<file path="src/rtl/exc_pkg.sv">
package exc_pkg;
   localparam int WORD_W = 16;

   typedef enum logic [3:0] {
      OP_RETI, OP_TRAP, OP_PUSH, OP_POP,
      OP_GETPCH, OP_SETPCH, OP_GETEPC, OP_SETEPC,
      OP_GETESR, OP_SETESR, OP_GETUER, OP_SETUER,
      OP_GETENUM, OP_SETENUM, OP_GETVBR, OP_SETVBR
   } sysop_e;

   typedef enum logic [2:0] {
      SR_NONE, SR_PCH, SR_EPC, SR_ESR, SR_UER, SR_ENUM, SR_VBR
   } sreg_e;

   typedef enum logic {ST_IDLE, ST_FETCH} seq_e;

   typedef struct packed {
      logic  take;
      logic  reti;
      logic  get;
      logic  set;
      sreg_e sel;
   } dec_t;

   // get/set pairs share sub-opcode bits 3:1
   function automatic sreg_e pair_sel(input logic [2:0] pair);
      case (pair)
         3'd2:    return SR_PCH;
         3'd3:    return SR_EPC;
         3'd4:    return SR_ESR;
         3'd5:    return SR_UER;
         3'd6:    return SR_ENUM;
         3'd7:    return SR_VBR;
         default: return SR_NONE;
      endcase
   endfunction
endpackage

</file>
<file path="src/rtl/exc_decode.sv">
module exc_decode
   import exc_pkg::*;
#(
   parameter int IDX_W  = 4,
   parameter int PC_IDX = 14,
   parameter int SR_IDX = 15
) (
   input  logic             sys_valid,
   input  logic [3:0]       sys_op,
   input  logic [IDX_W-1:0] sys_reg,
   input  logic             busy,
   input  logic             exc_req,
   output dec_t             dec,
   output logic             rf_we,
   output logic             refetch_req
);
   logic   issue;
   logic   dst_pc;
   logic   dst_sr;
   sysop_e op;

   assign op     = sysop_e'(sys_op);
   assign issue  = sys_valid & ~busy & ~exc_req;
   assign dst_pc = (sys_reg == IDX_W'(PC_IDX));
   assign dst_sr = (sys_reg == IDX_W'(SR_IDX));

   always_comb begin
      dec = '{take: 1'b0, reti: 1'b0, get: 1'b0, set: 1'b0, sel: SR_NONE};
      if (issue) begin
         case (op)
            OP_RETI: dec.reti = 1'b1;
            OP_TRAP: dec.take = 1'b1;
            OP_PUSH, OP_POP: dec.sel = SR_NONE;
            default: begin
               dec.get = ~sys_op[0];
               dec.set = sys_op[0];
               dec.sel = pair_sel(sys_op[3:1]);
            end
         endcase
      end
   end

   assign rf_we       = dec.get | (dec.reti & ~dst_pc & ~dst_sr);
   assign refetch_req = dec.reti
                      | (dec.set & (dec.sel == SR_PCH))
                      | (dec.get & dst_pc);
endmodule

</file>
<file path="src/rtl/exc_sregs.sv">
module exc_sregs
   import exc_pkg::*;
#(
   parameter int               PCH_W   = 7,
   parameter logic [WORD_W-1:0] VBR_RST = '0
) (
   input  logic              clk,
   input  logic              rst_n,
   input  logic              entry,
   input  logic [WORD_W-1:0] entry_pc,
   input  logic [WORD_W-1:0] entry_sr,
   input  logic [WORD_W-1:0] entry_num,
   input  logic              restore,
   input  logic              set_en,
   input  sreg_e             set_sel,
   input  logic [WORD_W-1:0] set_data,
   output logic [WORD_W-1:0] epc,
   output logic [WORD_W-1:0] esr,
   output logic [WORD_W-1:0] uer,
   output logic [WORD_W-1:0] enum_q,
   output logic [WORD_W-1:0] vbr,
   output logic [PCH_W-1:0]  pch_cur,
   output logic [PCH_W-1:0]  pch_sav
);
   localparam int SAV_LSB = WORD_W / 2;

   always_ff @(posedge clk or negedge rst_n) begin
      if (!rst_n) begin
         epc     <= '0;
         esr     <= '0;
         uer     <= '0;
         enum_q  <= '0;
         vbr     <= VBR_RST;
         pch_cur <= '0;
         pch_sav <= '0;
      end else if (entry) begin
         epc     <= entry_pc - WORD_W'(2);
         esr     <= entry_sr;
         enum_q  <= entry_num;
         pch_sav <= pch_cur;
         pch_cur <= '0;
      end else if (restore) begin
         pch_cur <= pch_sav;
      end else if (set_en) begin
         case (set_sel)
            SR_PCH: begin
               pch_sav <= set_data[SAV_LSB +: PCH_W];
               pch_cur <= set_data[PCH_W-1:0];
            end
            SR_EPC:  epc    <= set_data;
            SR_ESR:  esr    <= set_data;
            SR_UER:  uer    <= set_data;
            SR_ENUM: enum_q <= set_data;
            SR_VBR:  vbr    <= set_data;
            default: ;
         endcase
      end
   end
endmodule

</file>
<file path="src/rtl/exc_seq.sv">
module exc_seq
   import exc_pkg::*;
#(
   parameter bit VEC_REG = 1'b1
) (
   input  logic              clk,
   input  logic              rst_n,
   input  logic              start,
   input  logic [WORD_W-1:0] vec_num,
   input  logic [WORD_W-1:0] vbr,
   input  logic              mem_ack,
   output logic              busy,
   output logic              mem_req,
   output logic [WORD_W-1:0] mem_addr,
   output logic              vec_done
);
   seq_e st;

   always_ff @(posedge clk or negedge rst_n) begin
      if (!rst_n) st <= ST_IDLE;
      else begin
         case (st)
            ST_IDLE:  if (start)   st <= ST_FETCH;
            ST_FETCH: if (mem_ack) st <= ST_IDLE;
            default:  st <= ST_IDLE;
         endcase
      end
   end

   assign busy     = (st == ST_FETCH);
   assign mem_req  = busy;
   assign vec_done = busy & mem_ack;

   generate
      if (VEC_REG) begin : g_addr_reg
         logic [WORD_W-1:0] addr_q;
         always_ff @(posedge clk or negedge rst_n) begin
            if (!rst_n)     addr_q <= '0;
            else if (start) addr_q <= vbr + (vec_num << 1);
         end
         assign mem_addr = addr_q;
      end else begin : g_addr_comb
         assign mem_addr = vbr + (vec_num << 1);
      end
   endgenerate
endmodule

</file>
<file path="src/rtl/exc_ctrl.sv">
module exc_ctrl
   import exc_pkg::*;
#(
   parameter int               IDX_W       = 4,
   parameter int               NUM_W       = 8,
   parameter int               PCH_W       = 7,
   parameter int               INT_EN_BITS = 2,
   parameter int               PC_IDX      = 14,
   parameter int               SR_IDX      = 15,
   parameter bit               VEC_REG     = 1'b1,
   parameter logic [15:0]      VBR_RST     = 16'h0000
) (
   input  logic             clk,
   input  logic             rst_n,
   input  logic             exc_req,
   input  logic [NUM_W-1:0] exc_num,
   input  logic             sys_valid,
   input  logic [3:0]       sys_op,
   input  logic [IDX_W-1:0] sys_reg,
   input  logic [15:0]      cur_pc,
   input  logic [15:0]      cur_sr,
   output logic [IDX_W-1:0] rf_raddr,
   input  logic [15:0]      rf_rdata,
   output logic             rf_we,
   output logic [IDX_W-1:0] rf_waddr,
   output logic [15:0]      rf_wdata,
   output logic             mem_req,
   output logic [15:0]      mem_addr,
   input  logic             mem_ack,
   input  logic [15:0]      mem_rdata,
   output logic             pc_load,
   output logic [15:0]      pc_next,
   output logic             sr_load,
   output logic [15:0]      sr_next,
   output logic [PCH_W-1:0] pch_o,
   output logic             refetch,
   output logic             busy
);
   localparam int HALF_W = WORD_W / 2;

   generate
      if (PCH_W < 1 || PCH_W > HALF_W - 1) begin : g_bad_pch
         $error("PCH_W must fit below the top bit of a byte");
      end
      if (NUM_W < 1 || NUM_W > WORD_W) begin : g_bad_num
         $error("NUM_W must be 1..16");
      end
      if (IDX_W < 4) begin : g_bad_idx
         $error("IDX_W must address r15");
      end
      if (INT_EN_BITS < 0 || INT_EN_BITS > HALF_W) begin : g_bad_ie
         $error("INT_EN_BITS out of range");
      end
   endgenerate

   dec_t              dec;
   logic              dec_we;
   logic              dec_refetch;
   logic              accept;
   logic              vec_done;
   logic [WORD_W-1:0] entry_num;
   logic [WORD_W-1:0] vec_num;
   logic [WORD_W-1:0] epc, esr, uer, enum_q, vbr;
   logic [PCH_W-1:0]  pch_cur, pch_sav;
   logic [WORD_W-1:0] get_data;
   logic [WORD_W-1:0] ie_mask;

   exc_decode #(.IDX_W(IDX_W), .PC_IDX(PC_IDX), .SR_IDX(SR_IDX)) u_dec (
      .sys_valid  (sys_valid),
      .sys_op     (sys_op),
      .sys_reg    (sys_reg),
      .busy       (busy),
      .exc_req    (exc_req),
      .dec        (dec),
      .rf_we      (dec_we),
      .refetch_req(dec_refetch)
   );

   assign accept    = ~busy & (exc_req | dec.take);
   assign entry_num = exc_req ? WORD_W'(exc_num) : WORD_W'(sys_reg);
   assign vec_num   = VEC_REG ? entry_num : enum_q;

   exc_sregs #(.PCH_W(PCH_W), .VBR_RST(VBR_RST)) u_regs (
      .clk      (clk),
      .rst_n    (rst_n),
      .entry    (accept),
      .entry_pc (cur_pc),
      .entry_sr (cur_sr),
      .entry_num(entry_num),
      .restore  (dec.reti),
      .set_en   (dec.set),
      .set_sel  (dec.sel),
      .set_data (rf_rdata),
      .epc      (epc),
      .esr      (esr),
      .uer      (uer),
      .enum_q   (enum_q),
      .vbr      (vbr),
      .pch_cur  (pch_cur),
      .pch_sav  (pch_sav)
   );

   exc_seq #(.VEC_REG(VEC_REG)) u_seq (
      .clk     (clk),
      .rst_n   (rst_n),
      .start   (accept),
      .vec_num (vec_num),
      .vbr     (vbr),
      .mem_ack (mem_ack),
      .busy    (busy),
      .mem_req (mem_req),
      .mem_addr(mem_addr),
      .vec_done(vec_done)
   );

   // interrupt-enable bits cleared on entry
   generate
      for (genvar b = 0; b < WORD_W; b++) begin : g_ie
         if (b < INT_EN_BITS) begin : g_on
            assign ie_mask[b] = 1'b1;
         end else begin : g_off
            assign ie_mask[b] = 1'b0;
         end
      end
   endgenerate

   always_comb begin
      case (dec.sel)
         SR_PCH:  get_data = {HALF_W'(pch_sav), HALF_W'(pch_cur)};
         SR_EPC:  get_data = epc;
         SR_ESR:  get_data = esr;
         SR_UER:  get_data = uer;
         SR_ENUM: get_data = enum_q;
         SR_VBR:  get_data = vbr;
         default: get_data = '0;
      endcase
   end

   assign rf_raddr = sys_reg;
   assign rf_waddr = sys_reg;
   assign rf_we    = dec_we;
   assign rf_wdata = dec.reti ? uer : get_data;

   assign sr_load  = accept | dec.reti;
   assign sr_next  = dec.reti ? esr : (cur_sr & ~ie_mask);
   assign pc_load  = vec_done | dec.reti;
   assign pc_next  = vec_done ? mem_rdata : epc;
   assign refetch  = vec_done | dec_refetch;
   assign pch_o    = pch_cur;
endmodule

</file>
<file path="config.mk">
export PLATFORM = sky130hd
export DESIGN_NAME = exc_ctrl
export DESIGN_NICKNAME = d
export VERILOG_FILES = /design/src/rtl/exc_pkg.sv /design/src/rtl/exc_decode.sv /design/src/rtl/exc_sregs.sv /design/src/rtl/exc_seq.sv /design/src/rtl/exc_ctrl.sv
export SDC_FILE = /design/constraint.sdc
export NUM_CORES = 1
export LEC_CHECK = 0
export ABC_AREA = 1
export ABC_CLOCK_PERIOD_IN_PS = 2570
export BUFFER_PORTS_ARGS = -buffer_cell sky130_fd_sc_hd__buf_4
export CORE_MARGIN = 3
export CORE_UTILIZATION = 55
export DETAILED_ROUTE_END_ITERATION = 16
export PLACE_DENSITY = 0.82
export REMOVE_ABC_BUFFERS = 1
export SLEW_MARGIN = 30
export SYNTH_ARGS = -nofsm -noshare
export SYNTH_HDL_FRONTEND = slang
export SYNTH_SLANG_ARGS = --single-unit
</file>
<file path="constraint.sdc">
create_clock -name clk -period 2.57 [get_ports clk]
set_input_delay 0.514 -clock clk [delete_from_list [all_inputs] [get_ports clk]]
set_output_delay 0.514 -clock clk [all_outputs]
set_load 0.005 [all_outputs]
</file>
; ---- After elaboration in Yosys (flattened, before gate mapping)
; Index checks and enable logic that the tools add are counted.
; W data, S select, Z words.
[classes]
add_sub_neg = 2
n_eq_ne = 18
muxes = 34
bitwise_logic = 22
reduce_logical = 16
[ops]
columns = cell, n
row1 = $mux W16, 15
row2 = $pmux W16 S6, 1
row3 = $mux W7, 9
row4 = $eq A3 B3 Y1 const B, 7
row5 = $pmux W3 S6, 1
row6 = $add A16 B9 Y16, 1
row7 = $sub A16 B2 Y16 const B, 1
row8 = $eq A3 B2 Y1 const B, 4
row9 = $reduce_and A3 Y1, 4
row10 = $reduce_bool A2 Y1, 5
row11 = $and A1 B1 Y1, 8
row12 = $eq A4 B2 Y1 const B, 2
row13 = $eq A4 B4 Y1 const B, 2
row14 = $mux W8, 1
row15 = $reduce_and A4 Y1, 2
row16 = $not A1 Y1, 7
row17 = $or A1 B1 Y1, 7
row18 = $reduce_bool A3 Y1, 2
row19 = $eq A4 B1 Y1 const B, 1
row20 = $logic_not A4 Y1, 1
row21 = $mux W1, 4
row22 = $reduce_or A4 Y1, 1
row23 = $eq A3 B1 Y1 const B, 1
row24 = $mux W3, 1
row25 = other kinds (4), 4
[totals]
ff_bits = 111
wordCells = 101

; ---- Longest topological paths before layout
[logic_depth]
word_depth = 9
depth_mapped = 15
depth_no_buf = 15

; ---- Cells and area by module
; Synthesis repeated with hierarchy kept, for this count alone.
[hier_totals]
cells_unflattened = 1188
hier_area_um2 = 7820.0
[by_module_without_submodules]
columns = mod, n_inst, cells_each, area_per_inst_um2
row1 = exc_sregs, 1, 513, 4279.1
row2 = exc_ctrl, 1, 405, 1874.3
row3 = exc_seq, 1, 233, 1498.9
row4 = exc_decode, 1, 37, 167.7

; ---- Worst setup path before layout
; Ideal clock, no wire load.
[synth_path]
kind = input to register
startpoint = in exc_req
endpoint = reg u_seq.g_addr_reg.addr_q[13], in the netlist u_seq.mem_addr[13]
setup_ns = 0.117
arrival_ns = 2.107
path_slack_ns = 0.346
cell_stages = 14
path_buffers = 1
path_cell_list = clkbuf_1 > nand2_1 > nand2_1 > ha_1 > inv_1 > fa_1 > inv_1 > nand3_1 > nand3_1 > nand2_1 > nand2_1 > nand3_1 > nand3_1 > nand2_1
[synth_via]
elab_chain_cells = 5
elab_cells_between_ends = 7
[synth_rtl]
columns = item, line_no
row1 = "start, declared", exc_ctrl.sv:15  ; input logic exc_req,
row2 = branches (longest 5 deep; another with $add A16 B9 Y16), n/a
row3 = "end signal, assigned", exc_seq.sv:39  ; else if (start) addr_q <= vbr + (vec_num << 1);
row4 = "end, declared", exc_seq.sv:36  ; logic [WORD_W-1:0] addr_q;
; Several ways; the timed one is not identified.
; A chain may end at the register's enable or synchronous reset.

; ---- Final worst setup path
[layout_path]
startpoint = reg u_seq.st, in the netlist u_seq.busy
endpoint = out rf_wdata[4]
[layout_via]
elab_chain_cells = 7
elab_cells_between_ends = 12
[layout_rtl]
columns = item, line_no
row1 = "start, declared", exc_seq.sv:17  ; seq_e st;
row2 = "start signal, assigned", exc_seq.sv:20  ; if (!rst_n) st <= ST_IDLE;
row3 = "start signal, assigned", exc_seq.sv:23  ; ST_IDLE: if (start) st <= ST_FETCH;
row4 = "start signal, assigned", exc_seq.sv:24  ; ST_FETCH: if (mem_ack) st <= ST_IDLE;
row5 = $not A1 Y1 *, n/a
row6 = $and A1 B1 Y1 * (2 in series), exc_decode.sv:23  ; assign issue = sys_valid & ~busy & ~exc_req;
row7 = $mux W7 *, exc_decode.sv:29  ; if (issue) begin
row8 = "$eq A3 B3 Y1, or another cell as far along", exc_ctrl.sv:128  ; case (dec.sel)
row9 = $pmux W16 S6, exc_ctrl.sv:128
row10 = $mux W16 *, exc_ctrl.sv:142  ; assign rf_wdata = dec.reti ? uer : get_data;
row11 = "end, declared", exc_ctrl.sv:26  ; output logic [15:0] rf_wdata,
; Every way passes the cells marked *; elsewhere a longest branch is shown, timed or not.

==> summary.log <==
qor: clock_network.clock-root-buffer clkbuf_16
qor: worst_setup_path.worst_path_dominant_cell_family simple AND/OR/NAND/NOR gates
qor: logic_synthesis.syn_area 6990 um^2
qor: timing.finalCriticalPeriod 2.49 ns
qor: cells_and_area.final_nets 1310
qor: worst_setup_path.critPathCaptureType output pin
qor: timing.fmax 0.402 GHz
qor: pwr.switching_share 30.7%
qor: clock_network.cts-buffers-inserted 9
qor: die.pin_count 170
qor: worst_setup_path.setup.worst_path.class flop to output pin
qor: worst_setup_path.start_kind flop
qor: pwr.leakage 4.74 nW
qor: timing.period_share 96.9%
qor: timing.setup_viol 0
qor: drt.route.vias.total 7525
qor: timing.final-hold-violation-count 0
qor: cells_and_area.final_util 72.8%
qor: logic_synthesis.synthCells 1051
qor: pwr.seqPwrFrac 42.0%
qor: global_route.grt_pass1_wl 37000 um
qor: timing.worst_pin_slew 0.726 ns
qor: timing.drv_slew 0
qor: global_route.first_global_vias 7113
qor: logic_synthesis.synth_enable_flop_cells 0
qor: logic_synthesis.syn_area_per_cell 6.65 um^2
qor: drt.avgRoutedWirePerCell 16.8 um
qor: die.die_area 14100 um^2
qor: logic_synthesis.main_area_contributors_after_synthesis dfrtp_1, nand2_1, inv_1
qor: clock_network.worstSkewPairLatency 0.35 ns
qor: pwr.power_density 579 nW/um^2
qor: cells_and_area.syn_to_final_growth 27.2%
qor: clock_network.path_clk_slew 0.07 ns
qor: die.dieWidth 119 um
qor: clock_network.clock_sink_total 111
qor: place.post-place-cells 1368
qor: job.max_cap_violations 0
qor: logic_synthesis.top_post_synthesis_cells_by_count nand2_1, inv_1, dfrtp_1, nor2_1, nand3_1
qor: global_route.overflow 0
qor: run_status.run_status completed
qor: timing.worst_slew_margin_rel 51.6%
qor: logic_synthesis.yosys_warning_count 0
qor: pwr.p_comb_share 25.9%
qor: clock_network.cts-hold-fix-buffers 0
qor: logic_synthesis.synth_seq_cells 111
qor: clock_network.clock_tree.buffer_depth 2
qor: logic_synthesis.synth_area_leader_cell dfrtp_1
qor: global_route.track_usage 33.0%
qor: logic_synthesis.yosys_top_cell_area_share 39.8%
qor: place.buffer_ports.inserted 169
qor: drt.drt_initial_violations 912
qor: worst_setup_path.worst-path-max-fanout 5
qor: cells_and_area.cell_area_after_layout 8890 um^2
qor: worst_setup_path.cp_data_required_time 2.06 ns
qor: timing.whs 0.0487 ns
qor: logic_synthesis.synth-main-ff-cell dfrtp_1
qor: cells_and_area.final_cell_count_no_fill 1387
qor: worst_setup_path.critical_path_arrival 1.98 ns
qor: drt.ant_nets 0
qor: pwr.ir_drop 0.000353 V
qor: timing.rsz0062_at_grt false
qor: die.coreArea 12200 um^2
qor: global_route.antenna_found_initial 0
qor: logic_synthesis.ys_async_sr_fraction 100%
qor: place.dpl_cell_area 8460 um^2
qor: timing.skew 0.00603 ns
qor: clock_network.htreeDepth 3
qor: cells_and_area.antenna-diode-count 0
qor: worst_setup_path.slowest_delay 0.42 ns
qor: hold_path.hp-class input pin to async pin
qor: die.fp-row-count 40
qor: pwr.net-switching-power 1.58 mW
qor: logic_synthesis.synth.distinct_cells 32
qor: pwr.internal-power 3.56 mW
qor: global_route.grt_max_degree 72
qor: cells_and_area.final_layout_size_suffix_gt1_share 20.5%
qor: logic_synthesis.synth_seq_area_share 39.8%
qor: logic_synthesis.yosys.cell_count.top_type nand2_1
qor: pwr.design_power_total 5.14 mW
qor: drt.post_drt_via_cell_ratio 5.43
qor: die.initial_core_utilization 57.2%
qor: clock_network.clock_tree_from_tritoncts built
qor: drt.drt_wl_total 23300 um
qor: drt.number_of_detailed_route_iterations_in_the_first_pass 5
qor: die.die-height 119 um
qor: drt.residual_drc 0
qor: place.post-dp-hpwl 17200 um
qor: pwr.clock_power_share 32.1%
qor: worst_setup_path.crit_path_top_delay_cell dfrtp_2
qor: worst_setup_path.cp_cell_sequence inv_2 -> nand2_4 -> nor2_8 -> nand2_2 -> nor2_4 -> buf_6 -> nand2_1 -> o21ai_0 -> inv_1 -> nand3_1 -> buf_4
qor: worst_setup_path.timing.critical_path.buf_inv 4
qor: place.place_congestion 0.979
## layer usage
metal / share of wire [%] / track usage [%] / vias up
met5: 0 / 0 / -
li1: - / - / 3596
met1: 41 / 45.6 / 3429
met2: 46 / 52.5 / 448
met4: 2.6 / 10.9 / 0
met3: 11 / 6.17 / 52
## worst register-to-register path, delay by kind of cell, from the launching register on
kind / cells / cell delay [ns]
and+or+nand+nor: 8 / 0.94
DFF: 1 / 0.42
buffers and inverters: 4 / 0.61
## area by class of cell
type | count | area, um^2
tap | 168 | 210
multi-input combinational | 750 | 3460
clock buffer | 12 | 256
timing repair buffer | 200 | 1560
clock inverter | 3 | 90.1
sequential | 111 | 2780
fill | 1079 | 3330
inverter | 143 | 537
## power groups by stage
stage | registers, mW | clock network, mW | logic (mW)
4_1_cts | 2.16 | 1.65 | 1.31
2_1_floorplan | 2.16 | 0 | 0.619
5_1_grt | 2.19 | 1.72 | 1.47
6_report | 2.16 | 1.65 | 1.33
3_5_place_dp | 2.19 | 0 | 1.30
3_3_place_gp | 2.18 | 0 | 1.28
## sequential cells by signal, summed over array words and instances (netlist names)
register	cells
u_regs.uer	16
u_regs.enum_q	16
u_regs.pch_cur	7
u_regs.pch_sav	7
u_regs.vbr	16
u_seq.busy	1
u_regs.esr	16
u_regs.epc	16
u_seq.mem_addr	16
## layout by cell type (no fill, tap or decap), drive strengths merged
cell type / netlist / layout
o22ai: 15 / 15
nand3: 86 / 86
nor3: 5 / 5
or2: 3 / 3
nor2: 113 / 113
clkbuf: 15 / 12
inv: 143 / 143
o211ai: 10 / 10
nand4: 7 / 7
nand2: 377 / 377
xor2: 7 / 7
mux2: 1 / 1
and2: 1 / 1
a21oi: 21 / 21
ha: 9 / 9
o21ai: 88 / 88
o41ai: 1 / 1
buf: 32 / 200
bufinv: 0 / 3
fa: 1 / 1
dfrtp: 111 / 111
xnor2: 5 / 5
## final timing paths
| path | from | end | slack, ns | cells after the start |
|---|---|---|---|---|
| max | u_seq.busy$_DFF_PN0_ | rf_wdata[4] | 0.08 | 11 |
| min | rst_n | u_regs.esr[3]$_DFFE_PN0P_ | 0.05 | 1 |
| max reg2reg | u_seq.busy$_DFF_PN0_ | u_regs.pch_cur[1]$_DFFE_PN0P_ | 0.50 | 12 |
| min reg2reg | u_regs.enum_q[15]$_DFFE_PN0P_ | u_regs.enum_q[15]$_DFFE_PN0P_ | 0.48 | 2 |
| max in group asynchronous | rst_n | u_seq.busy$_DFF_PN0_ | 1.84 | 2 |
| min in group clk | mem_ack | u_seq.busy$_DFF_PN0_ | 0.35 | 2 |
## repair_timing
action,in CTS,in global routing
setup buffers,2,1
resized for setup,1,12
setup endpoints to repair,7,21
pin swaps,1,1
cloned,0,1
## cells by family after synthesis
group	Yosys count	share of synthesized area, %
mux	1	0.161
simple gates	592	35.1
xor+xnor	12	1.50
flops	111	39.8
fa+ha+maj	10	1.90
compound gates	135	10.4
buf+inv	190	11.2
## metrics by stage
step | setup TNS (ns) | setup slack, ns
finish | 0 | 0.0804
global route | 0 | 0.00157
CTS | 0 | 0.00328
detailed placement | 0 | 0.106
global placement | 0 | 0.182
floorplan | -10.13 | -0.511
(Power assumes the default switching activity.)
